--- src/rtl/flseq_pkg.sv ---
package flseq_pkg;

  typedef enum logic [3:0] {
    ST_IDLE, ST_CMD, ST_GAP, ST_POLL, ST_RST, ST_RGAP, ST_VRD, ST_VCMP, ST_DONE
  } seq_st_t;

  typedef enum logic [1:0] { OFS_K1, OFS_K2, OFS_BASE, OFS_TGT } ofs_sel_t;

  localparam logic [7:0] BYTE_KEY1   = 8'hAA;
  localparam logic [7:0] BYTE_KEY2   = 8'h55;
  localparam logic [7:0] BYTE_ERASE  = 8'h80;
  localparam logic [7:0] BYTE_SECTOR = 8'h30;
  localparam logic [7:0] BYTE_PROG   = 8'hA0;
  localparam logic [7:0] BYTE_RESET  = 8'hF0;
  localparam logic [11:0] OFFS_K1    = 12'h555;
  localparam logic [11:0] OFFS_K2    = 12'h2AA;

  function automatic logic [2:0] last_step(input logic is_erase);
    return is_erase ? 3'd5 : 3'd3;
  endfunction

  function automatic ofs_sel_t step_ofs(input logic is_erase, input logic [2:0] step);
    case (step)
      3'd0, 3'd2: return OFS_K1;
      3'd1, 3'd4: return OFS_K2;
      3'd3:       return is_erase ? OFS_K1 : OFS_TGT;
      default:    return OFS_BASE;
    endcase
  endfunction

  function automatic logic [7:0] step_data(input logic is_erase, input logic [2:0] step,
                                           input logic [7:0] pbyte);
    case (step)
      3'd0:    return BYTE_KEY1;
      3'd1:    return BYTE_KEY2;
      3'd2:    return is_erase ? BYTE_ERASE : BYTE_PROG;
      3'd3:    return is_erase ? BYTE_KEY1 : pbyte;
      3'd4:    return BYTE_KEY2;
      default: return BYTE_SECTOR;
    endcase
  endfunction

endpackage

--- src/rtl/flseq_gap_timer.sv ---
module flseq_gap_timer #(
  parameter int GAP_CYC = 250
) (
  input  logic clk,
  input  logic rst_n,
  input  logic kick,
  output logic expire
);
  localparam int CW = $clog2(GAP_CYC + 1);
  logic [CW-1:0] cnt_q;

  always_ff @(posedge clk or negedge rst_n) begin
    if (!rst_n)             cnt_q <= '0;
    else if (kick)          cnt_q <= CW'(GAP_CYC);
    else if (cnt_q != '0)   cnt_q <= cnt_q - 1'b1;
  end

  assign expire = (cnt_q == CW'(1));
endmodule

--- src/rtl/flseq_toggle_poll.sv ---
module flseq_toggle_poll #(
  parameter int MAX_POLL = 1000000
) (
  input  logic       clk,
  input  logic       rst_n,
  input  logic       go,
  input  logic [7:0] rdata,
  output logic       rd_req,
  output logic       rd_first,
  output logic       settled,
  output logic       gave_up
);
  localparam int CW = $clog2(MAX_POLL + 1);
  typedef enum logic [1:0] { PL_IDLE, PL_RD1, PL_RD2, PL_CMP } pl_st_t;

  pl_st_t        st_q;
  logic [CW-1:0] tries_q;
  logic [7:0]    first_q;
  logic          same;

  assign same     = (rdata == first_q);
  assign rd_first = (st_q == PL_RD1);
  assign rd_req   = (st_q == PL_RD1) || (st_q == PL_RD2);
  assign settled  = (st_q == PL_CMP) && same;
  assign gave_up  = (st_q == PL_CMP) && !same && (tries_q == CW'(MAX_POLL - 1));

  always_ff @(posedge clk or negedge rst_n) begin
    if (!rst_n) begin
      st_q    <= PL_IDLE;
      tries_q <= '0;
      first_q <= '0;
    end else begin
      case (st_q)
        PL_IDLE: if (go) begin st_q <= PL_RD1; tries_q <= '0; end
        PL_RD1:  st_q <= PL_RD2;
        PL_RD2:  begin first_q <= rdata; st_q <= PL_CMP; end
        default: begin
          if (settled || gave_up) st_q <= PL_IDLE;
          else begin
            tries_q <= tries_q + 1'b1;
            st_q    <= PL_RD1;
          end
        end
      endcase
    end
  end
endmodule

--- src/rtl/flseq_ctrl.sv ---
module flseq_ctrl
  import flseq_pkg::*;
#(
  parameter int ADDR_W     = 16,
  parameter int BANK_BYTES = 8192,
  parameter int GAP_CYC    = 250,
  parameter int MAX_POLL   = 1000000,
  localparam int IDX_W     = (BANK_BYTES > 1) ? $clog2(BANK_BYTES) : 1
) (
  input  logic              clk,
  input  logic              rst_n,
  input  logic              start_erase,
  input  logic              start_prog,
  input  logic [ADDR_W-1:0] bank_base,
  output logic [IDX_W-1:0]  src_addr,
  input  logic [7:0]        src_data,
  output logic [ADDR_W-1:0] fl_addr,
  output logic [7:0]        fl_wdata,
  output logic              fl_we,
  output logic              fl_re,
  input  logic [7:0]        fl_rdata,
  output logic              busy,
  output logic              done,
  output logic              timeout,
  output logic              verify_err
);
  localparam logic [IDX_W-1:0] LAST_IDX = IDX_W'(BANK_BYTES - 1);

  seq_st_t           state_q;
  logic              erase_q;
  logic [ADDR_W-1:0] base_q;
  logic [IDX_W-1:0]  idx_q;
  logic [2:0]        step_q;
  logic              start_acc;
  logic              gap_exp;
  logic              poll_go, poll_rd, poll_first, poll_settled, poll_gaveup;
  logic              last_cmd;
  logic [7:0]        expect_byte;
  ofs_sel_t          ofs;

  assign start_acc   = ((state_q == ST_IDLE) || (state_q == ST_DONE)) && (start_erase || start_prog);
  assign last_cmd    = (step_q == last_step(erase_q));
  assign poll_go     = (state_q == ST_GAP) && gap_exp && last_cmd;
  assign src_addr    = idx_q;
  assign expect_byte = erase_q ? 8'hFF : src_data;
  assign ofs         = step_ofs(erase_q, step_q);

  flseq_gap_timer #(.GAP_CYC(GAP_CYC)) u_gap (
    .clk(clk), .rst_n(rst_n), .kick(fl_we), .expire(gap_exp)
  );

  flseq_toggle_poll #(.MAX_POLL(MAX_POLL)) u_poll (
    .clk(clk), .rst_n(rst_n), .go(poll_go), .rdata(fl_rdata),
    .rd_req(poll_rd), .rd_first(poll_first), .settled(poll_settled), .gave_up(poll_gaveup)
  );

  always_comb begin
    fl_we    = (state_q == ST_CMD) || (state_q == ST_RST);
    fl_re    = poll_rd || (state_q == ST_VRD);
    fl_wdata = (state_q == ST_RST) ? BYTE_RESET : step_data(erase_q, step_q, src_data);
    fl_addr  = base_q;
    if (state_q == ST_VRD) fl_addr = base_q + ADDR_W'(idx_q);
    else if (state_q == ST_CMD) begin
      case (ofs)
        OFS_K1:  fl_addr = base_q + ADDR_W'(OFFS_K1);
        OFS_K2:  fl_addr = base_q + ADDR_W'(OFFS_K2);
        OFS_TGT: fl_addr = base_q + ADDR_W'(idx_q);
        default: fl_addr = base_q;
      endcase
    end
  end

  assign busy = (state_q != ST_IDLE) && (state_q != ST_DONE);
  assign done = (state_q == ST_DONE);

  always_ff @(posedge clk or negedge rst_n) begin
    if (!rst_n) begin
      state_q    <= ST_IDLE;
      erase_q    <= 1'b0;
      base_q     <= '0;
      idx_q      <= '0;
      step_q     <= '0;
      timeout    <= 1'b0;
      verify_err <= 1'b0;
    end else if (start_acc) begin
      state_q    <= ST_CMD;
      erase_q    <= start_erase;
      base_q     <= bank_base;
      idx_q      <= '0;
      step_q     <= '0;
      timeout    <= 1'b0;
      verify_err <= 1'b0;
    end else begin
      case (state_q)
        ST_CMD:  state_q <= ST_GAP;
        ST_GAP:  if (gap_exp) begin
                   if (last_cmd) state_q <= ST_POLL;
                   else begin step_q <= step_q + 1'b1; state_q <= ST_CMD; end
                 end
        ST_POLL: if (poll_gaveup) begin
                   timeout <= 1'b1;
                   state_q <= ST_RST;
                 end else if (poll_settled) begin
                   if (erase_q || idx_q == LAST_IDX) state_q <= ST_RST;
                   else begin
                     idx_q   <= idx_q + 1'b1;
                     step_q  <= '0;
                     state_q <= ST_CMD;
                   end
                 end
        ST_RST:  state_q <= ST_RGAP;
        ST_RGAP: if (gap_exp) begin idx_q <= '0; state_q <= ST_VRD; end
        ST_VRD:  state_q <= ST_VCMP;
        ST_VCMP: begin
                   if (fl_rdata != expect_byte) verify_err <= 1'b1;
                   if (idx_q == LAST_IDX) state_q <= ST_DONE;
                   else begin idx_q <= idx_q + 1'b1; state_q <= ST_VRD; end
                 end
        ST_DONE: state_q <= ST_IDLE;
        default: state_q <= ST_IDLE;
      endcase
    end
  end
endmodule

--- config.mk ---
export PLATFORM = sky130hd
export DESIGN_NAME = flseq_ctrl
export DESIGN_NICKNAME = d
export VERILOG_FILES = /design/src/rtl/flseq_pkg.sv /design/src/rtl/flseq_gap_timer.sv /design/src/rtl/flseq_toggle_poll.sv /design/src/rtl/flseq_ctrl.sv
export SDC_FILE = /design/constraint.sdc
export NUM_CORES = 1
export LEC_CHECK = 0
export BUFFER_PORTS_ARGS = -buffer_cell sky130_fd_sc_hd__buf_2
export CAP_MARGIN = 5
export CORE_MARGIN = 5
export CORE_UTILIZATION = 30
export CTS_CLUSTER_DIAMETER = 120
export DETAILED_ROUTE_END_ITERATION = 7
export PLACE_DENSITY = 0.53
export SKIP_CTS_REPAIR_TIMING = 1
export SLEW_MARGIN = 20
export SYNTH_ARGS = -nofsm -noshare
export SYNTH_HDL_FRONTEND = slang
export SYNTH_SLANG_ARGS = --single-unit
export TNS_END_PERCENT = 50
--- constraint.sdc ---
create_clock -name clk -period 3.1 [get_ports clk]
set_clock_uncertainty 0.05 [all_clocks]
set_input_delay 0.62 -clock clk [delete_from_list [all_inputs] [get_ports clk]]
set_output_delay 0.62 -clock clk [all_outputs]
set_load 0.02 [all_outputs]
## After elaboration in Yosys (flattened, before gate mapping)

Cells that the tools add are included.

- Register bits: 77

- Equality and inequality tests: 34
- Bitwise logic cells: 1
- $add $sub $neg: 7
- Reduce and logical (&&, ||, !) cells: 37
- Muxes and demuxes: 48

Operators by type and width:

| operator | count |
|---|---|
| 13-bit 2-to-1 mux | 6 |
| 16-bit case mux with 3 select lines | 1 |
| 20-bit 2-to-1 mux | 2 |
| 8-bit 2-to-1 mux | 5 |
| 20-bit case mux with 2 select lines | 1 |
| 13-bit case mux with 3 select lines | 1 |
| 16-bit 2-to-1 mux | 2 |
| 8-bit case mux with 4 select lines | 1 |
| 4-bit case mux with 7 select lines | 1 |
| 3-bit 2-to-1 mux | 8 |
| 4-bit 2-to-1 mux | 6 |
| 20-bit by 1-bit adder with 20-bit output, second input constant | 1 |
| 20-bit == test, second input constant | 1 |
| 3-bit inequality test, second input constant | 6 |
| 16-bit by 10-bit adder with 16-bit output, second input constant | 1 |
| 16-bit by 11-bit adder with 16-bit output, second input constant | 1 |
| 16-bit by 13-bit adder with 16-bit output | 1 |
| 4-bit by 3-bit == test with 1-bit output, second input constant | 4 |
| 13-bit by 1-bit adder with 13-bit output, second input constant | 1 |
| 13-bit == test, second input constant | 1 |
| 2-bit case mux with 3 select lines | 2 |
| 6-bit AND reduction | 2 |
| 2-bit nonzero test | 5 |
| 4-bit by 2-bit == test with 1-bit output, second input constant | 2 |
| other kinds (34) | 65 |

## Logic depth before layout (Yosys ltp)

Gate-level depths: netlist of the first run.

- Depth in word-level cells: 7
- Gate-level depth with buffers: 11
- Depth with buffers taken out: 8

## Modules after synthesis

A second synthesis of the first run with hierarchy kept.

- Cells, all modules: 798
- Area total of the unflattened synthesis: 6,543.8 sq um

Modules (own cells, without submodules):

| module | cells each | area an instance (sq um) | times used |
|---|---|---|---|
| flseq_ctrl | 553 | 4,155.2 | 1 |
| flseq_toggle_poll | 196 | 1,874.3 | 1 |
| flseq_gap_timer | 49 | 514.2 | 1 |

## Worst setup path after synthesis of the first run

No wires, ideal clock.

- Path type: register to output
- Start: register idx_q[0], in the netlist src_addr[0]
- End: output port fl_addr[14]
- Data required time: 2.430 ns
- Path slack: -0.069 ns
- Data arrival time: 2.499 ns
- Stages on the path, launching flop included: 9
- Cell sequence: dfrtp_1 -> ha_1 -> fa_1 -> a211oi_1 -> nor2_1 -> o22a_1 -> a21oi_1 -> nand3_1 -> a31oi_1

- Word-level cells in the longest chain between the ends: 4

Ends and longest elaborated chain:

| element | line | RTL |
|---|---|---|
| start: declaration | flseq_ctrl.sv:32 | `logic [IDX_W-1:0] idx_q;` |
| start signal: assignment | flseq_ctrl.sv:106 | `idx_q <= idx_q + 1'b1;` |
| 16-bit by 13-bit adder with 16-bit output * | flseq_ctrl.sv:62, flseq_ctrl.sv:67 |  |
| 16-bit case mux with 3 select lines | flseq_ctrl.sv:64 | `case (ofs)` |
| 16-bit 2-to-1 mux | flseq_ctrl.sv:63 | `else if (state_q == ST_CMD) begin` |
| 16-bit 2-to-1 mux * | flseq_ctrl.sv:62 | `if (state_q == ST_VRD) fl_addr = base_q + ADDR_W'(idx_q);` |
| end: declaration | flseq_ctrl.sv:17 | `output logic [ADDR_W-1:0] fl_addr,` |

Every way passes the cells marked *; elsewhere a longest branch is shown, timed or not.

## Final worst setup path of the first run

- Start: register step_q[1]
- End: output port fl_addr[3]

- Word-level cells in the longest chain between the ends: 7
- Elaborated cells between the ends (all ways): 14
- Classes of those cells: eq/ne: 6; mux: 4; reduce/logical: 4

Ends and longest elaborated chain:

| element | line | RTL |
|---|---|---|
| start: declaration | flseq_ctrl.sv:33 | `logic [2:0] step_q;` |
| start signal: assignment | flseq_ctrl.sv:82 | `step_q <= '0;` |
| start signal: assignment | flseq_ctrl.sv:90 | `step_q <= '0;` |
| start signal: assignment | flseq_ctrl.sv:98 | `else begin step_q <= step_q + 1'b1; state_q <= ST_CMD; end` |
| 3-bit == test (tied with other cells) | flseq_pkg.sv:23 | `case (step)` |
| 2-bit OR reduction, on equally long branches | n/a |  |
| 2-bit case mux with 3 select lines * | flseq_pkg.sv:23 |  |
| 2-bit == test (tied with other cells) | flseq_ctrl.sv:64 |  |
| 16-bit case mux with 3 select lines * | flseq_ctrl.sv:64 |  |
| 16-bit 2-to-1 mux * | flseq_ctrl.sv:63 |  |
| 16-bit 2-to-1 mux * | flseq_ctrl.sv:62 |  |

Marks and branches as above.

==> results.cfg, run 1 <==
[run_status]
outcome = complete, but fails checks
violations = negative setup slack

[synth]
synth-edff-count = 0
synthArstFlopShare = 1.000
synth_area_mm2 = 0.006304
syn_inst = 793
synth_top_cell_area_share = 0.3057
synth.area.top_cells = dfrtp_1 (31%), nand2_1 (6.4%), ha_1 (5.6%)
ys_ff_latch = 77
ys_types = 76
ys_seq_area_frac = 0.3057
syn_avg_cell_area_um2 = 7.949
syn_nets = 858
yosysTopAreaCell = dfrtp_1
synth_warnings = 0
synth_ff_type = dfrtp_1

[die]
std_cell_rows = 53
num_io_pins = 79
die_h_um = 155.0
initial_utilization = 0.3027
die_w_um = 155.0
dieArea_mm2 = 0.02401
core_mm2 = 0.02082

[worst_setup_path]
reg2regPathDepth = 7
crit_fanout = 10
r2r_end = u_poll.tries_q[8]
crit_path_end_kind = output port
path_depth = 11
cp_cell_sequence = buf_6 > inv_4 > ha_4 > nor4b_2 > buf_4 > or3_4 > buf_6 > a221oi_2 > a21oi_1 > a22o_1 > buf_2
cp.buffers_inverters = 5
max_stage_delay_ns = 0.42
reg2reg_setup_slack_ns = 0.46
critical_path_class = flip-flop to output port
startpoint = step_q[1]
arrival_ns = 2.63
critPathLaunchType = flip-flop
crit_family = buffers and inverters
cpMostUsedCell = buf_6
r2r-start = erase_q
worstPathRequired_ns = 2.43
slowest_stage = or3_4

[clock_tree]
h-tree-depth = 3
root_buffer = clkbuf_16
cts_tree = done
cts_inserted_buffers = 9
cts.sinks = 77
cts_buffer_depth = 2
clkTransAtPathRegs_ns = 0.07
clock_latency_ns = 0.35

[power_and_ir_drop]
vdd_drop_max_uv = 266.7
power-per-cell-area_mw_per_mm2 = 305.8
p_leak_nw = 3.616

[timing]
fin_crit_ns = 3.300
tightest_slew_ns = 0.5524
hold_violations = 0
rsz0062_at_grt = yes
finalSetupViolations = 16
hold_slack_ns = 0.1941
drv_slew = 0
max_slew_margin = 0.6317
fin_ws_ns = -0.2000
fmax_ghz = 0.3030
fin_crit_sh = 1.065

[placed_design]
numPortBuffers = 78
gp_congestion = 0.9094
post-dp-hpwl_mm = 15.88
placed_cells = 1192

[global_route]
grt_pass1_wl_mm = 32.85
grt_max_degree = 40
grt_pass1_vias = 6343
grt_use_total = 0.1680
grt.overflow.total = 0
antenna_found_initial = 0

[drt]
drt_iter0_markers = 351
drt-pass1-iter-count = 4
antenna_left = 0
wl_mm = 21.32
drc = 0
vias = 6647
drt-wirelength-per-cell_um = 17.43
viasPerCell = 5.435

[worst_hold_path]
min_path_type = primary input to async pin

[cells_and_area]
final_util = 0.4036
final_nets = 1008
seq_area_mm2 = 0.001929
fin_cells = 1223
diodes = 0
drive_gt1_frac = 0.2964
n_fill_cell = 2137
syn2layout_area_growth_pct = 33.33
multi_input_area_mm2 = 0.004502

[flow_run]
max-cap-violations = 0
## cell usage after synthesis, types with 5 or more instances
cell / number
o21ai_0: 70
inv_1: 23
a21oi_1: 62
o31ai_1: 22
or4_1: 17
nand2b_1: 10
dfrtp_1: 77
a211oi_1: 7
clkbuf_1: 35
o32ai_1: 6
nor3b_1: 5
o211ai_1: 10
o21a_1: 7
buf_2: 6
mux2_2: 9
nand2_1: 108
and2_1: 7
nor3_1: 19
and3_1: 14
xor2_1: 5
nor2_1: 55
o22ai_1: 12
o221ai_1: 5
nand3_1: 35
mux2i_1: 6
xnor2_1: 19
nand4_1: 11
a21o_1: 6
a31oi_1: 5
ha_1: 28
or2_2: 5
or3_1: 11
## final cells by class
| cell class | instances | share of cell area |
|---|---|---|
| multi-input cells | 651 | 0.5357 |
| flip-flops and latches | 77 | 0.2296 |
| repair buffers | 181 | 0.1478 |
| well taps | 275 | 0.04094 |
| clock buffers | 10 | 0.02724 |
| inverters | 23 | 0.01057 |
| clock inverters | 6 | 0.008188 |
## worst max-delay path by stage
stage | end | slack [ns]
final | fl_addr[3] | -0.20
after global routing | fl_addr[3] | -0.32
after detailed placement | fl_addr[8] | -0.03
after global placement | fl_addr[14] | -0.11
after CTS | fl_addr[8] | -0.43
after floorplan | fl_addr[8] | -0.03
## kinds of logic after synthesis
| kind of cell | count (synthesis) | synth area share |
|---|---|---|
| compound gates | 255 | 0.2606 |
| xor+xnor | 24 | 0.03335 |
| fa+ha+maj | 29 | 0.05875 |
| buf+inv | 65 | 0.04109 |
| flops | 77 | 0.3057 |
| mux | 15 | 0.02561 |
| simple gates | 328 | 0.2749 |
## where the power goes
part           switching, W  internal [W]
logic              0.000240      0.000179
clock network      0.000470      0.000632
registers         0.0000284       0.00102
total              0.000738       0.00183
## placed cells by master (no fill, tap or decap), types with 11 or more instances in the layout
cell	instances
ha_1	22
buf_2	66
nor2_1	50
nand4_1	11
or4_1	17
inv_1	22
buf_4	103
o31ai_1	22
o21ai_0	59
dfrtp_1	75
and3_1	14
a21oi_1	60
nand2_1	106
xnor2_1	18
nand3_1	35
nor3_1	17
## flip-flops by register name, summed over array words and instances, names as in the netlist
name / count
base_q: 16
erase_q: 1
src_addr: 13
state_q: 4
step_q: 3
timeout: 1
u_gap.cnt_q: 8
u_poll.first_q: 8
u_poll.st_q: 2
u_poll.tries_q: 20
verify_err: 1
## layer usage
layer | GRT usage | share of wire
met1 | 0.2120 | 0.43
met2 | 0.2924 | 0.51
met3 | 0.03700 | 0.045
met4 | 0.03995 | 0.016
met5 | 0 | 0
## per-stage QoR
stage / setup slack (ns) / total power, W / TNS (ns) / cell area [um^2]
2_1_floorplan: -0.03032 / 0.001262 / -0.05627 / 6310
3_3_place_gp: -0.1101 / 0.001440 / -0.1999 / 7537
3_5_place_dp: -0.03347 / 0.001439 / -0.05225 / 7537
4_1_cts: -0.4338 / 0.002555 / -5.391 / 7835
5_1_grt: -0.3157 / 0.002683 / -3.623 / 8404
6_report: -0.2000 / 0.002570 / -1.817 / 8404
No activity file was read; power rests on OpenSTA's default activity.
==> run 2, diff against run 1 <==
--- a/config.mk
+++ b/config.mk
@@ -12,6 +12,7 @@
 export CTS_CLUSTER_DIAMETER = 120
 export DETAILED_ROUTE_END_ITERATION = 7
 export PLACE_DENSITY = 0.53
+export SETUP_SLACK_MARGIN = 0.3
 export SKIP_CTS_REPAIR_TIMING = 1
 export SLEW_MARGIN = 20
 export SYNTH_ARGS = -nofsm -noshare
==> run 2 against run 1 <==
Combinational power up 3%. Die area did not move. The run still ends with negative setup slack left. Wire length fell by 2.0%. Non-clock buffer count down 3. Fmax is 2.3% lower. Count of clock-buffer cells in the layout up 1. Cell count shrank 0.25%. Sequential power barely moved. Utilization rose by 0.21 points. Critical path depth down 2. Highest routed layer unchanged. Sequential share of layout area is 0.10 points lower. Via count hardly changed.
==> results.cfg, run 2 (synthesized netlist as in run 1, its figures left out) <==
[global_route]
grt.overflow.total = 0
grt_use_total = 0.1665
grt_pass1_vias = 6178
grt_pass1_wl_mm = 32.65
antenna_found_initial = 0
grt_max_degree = 51

[drt]
drc = 0
drt_iter0_markers = 386
viasPerCell = 5.446
wl_mm = 20.91
drt-wirelength-per-cell_um = 17.14
antenna_left = 0
vias = 6644
drt-pass1-iter-count = 5

[cells_and_area]
diodes = 0
drive_gt1_frac = 0.3079
syn2layout_area_growth_pct = 34.02
largest-register = u_poll.tries_q
n_fill_cell = 2134
final_nets = 1005
largest_register_ffs = 20
final_cell_mix = nand2_1 (106), buf_4 (99), dfrtp_1 (74)
layout_commonest_cell = nand2_1

[placed_design]
post-dp-hpwl_mm = 15.72
gp_congestion = 0.8981
numPortBuffers = 78
post-place-ws_ns = 0.03051

[timing]
hold_violations = 0
finalSetupViolations = 15
fin_crit_ns = 3.377
hold_slack_ns = 0.1539
fmax_ghz = 0.2961
fin_crit_sh = 1.089
drv_slew = 0
fin_ws_ns = -0.2771
fin_setup_tns_ns = -2.022
max_slew_margin = 0.4061
rsz0062_at_grt = yes
tightest_slew_ns = 0.8849

[run_status]
outcome = complete, but fails checks
violations = negative setup slack

[power_and_ir_drop]
seq_power_share = 0.406
power_w = 0.002566
vdd_drop_max_uv = 205.0
combPwrFrac = 0.168
p_int_w = 0.001853
p_sw_w = 0.0007127
sw_frac_of_total = 0.2778
clock_power_share = 0.426
power-per-cell-area_mw_per_mm2 = 303.7
p_leak_nw = 3.646

[flow_run]
max-cap-violations = 0

[worst_setup_path]
critPathLaunchType = flip-flop
r2r-start = state_q[0]
worstPathRequired_ns = 2.43
crit_fanout = 3
arrival_ns = 2.71
reg2reg_setup_slack_ns = 0.44
r2r_end = u_poll.tries_q[9]
crit_path_end_kind = output port
critical_path_class = flip-flop to output port
reg2regPathDepth = 7

[clock_tree]
h-tree-depth = 3
clkTransAtPathRegs_ns = 0.06
cts_buffer_depth = 2
cts_inserted_buffers = 9
cts_tree = done
cts.sinks = 77
clock_latency_ns = 0.34
root_buffer = clkbuf_16

[die]
core_mm2 = 0.02082
dieArea_mm2 = 0.02401
initial_utilization = 0.3027
num_io_pins = 79
die_w_um = 155.0
std_cell_rows = 53
die_h_um = 155.0

[worst_hold_path]
min_path_type = primary input to async pin
[run 2: critical path, stage by stage, from the launching register on]
cell	delay (ns)
dfrtp_1	0.43
ha_4	0.19
fa_2	0.42
a211oi_2	0.26
nor2_2	0.08
o22a_2	0.25
a21oi_4	0.21
xnor2_2	0.08
a221o_1	0.31
buf_6	0.14
[run 2: how the worst max path moves through the flow]
stage	end	start	cells past startpoint	slack, ns
2_1_floorplan	fl_addr[3]	state_q[1]	6	0.21
3_3_place_gp	fl_addr[10]	src_addr[1]	9	0.02
3_5_place_dp	fl_addr[10]	src_addr[1]	9	0.03
4_1_cts	fl_addr[10]	src_addr[1]	9	-0.36
5_1_grt	fl_addr[12]	base_q[0]	10	-0.38
6_report	fl_addr[10]	base_q[0]	9	-0.28
[run 2: stage by stage]
stage	cell area [um^2]	cells	util
final	8448	1220	0.4057
after global routing	8448	1220	0.4057
after CTS	7899	1194	0.3793
after detailed placement	7596	1178	0.3648
after global placement	7596	1178	0.3648
after floorplan	6477	793	-
[run 2: per-layer routing]
layer  track usage  up-vias  share of wire
met5             0        -              0
met2        0.2767      196           0.48
li1              -     3261              -
met3       0.03060       34          0.056
met4       0.06308        0          0.033
met1        0.2153     3153           0.43
[run 2: power by group through the flow]
stage	Combinational, W	Clock [W]	Sequential (W)
floorplan	0.000217	0	0.00106
global placement	0.000380	0	0.00106
detailed placement	0.000378	0	0.00106
CTS	0.000381	0.00113	0.00104
global route	0.000474	0.00117	0.00104
finish	0.000432	0.00109	0.00104
[run 2: area by class of cell]
type / instances / area (um^2) / area share
inverters: 23 / 86.33 / 0.01022
repair buffers: 178 / 1250 / 0.1480
clock buffers: 11 / 242.7 / 0.02873
flip-flops and latches: 77 / 1931 / 0.2285
well taps: 275 / 344.1 / 0.04073
multi-input cells: 651 / 4534 / 0.5367
clock inverters: 5 / 60.06 / 0.007109
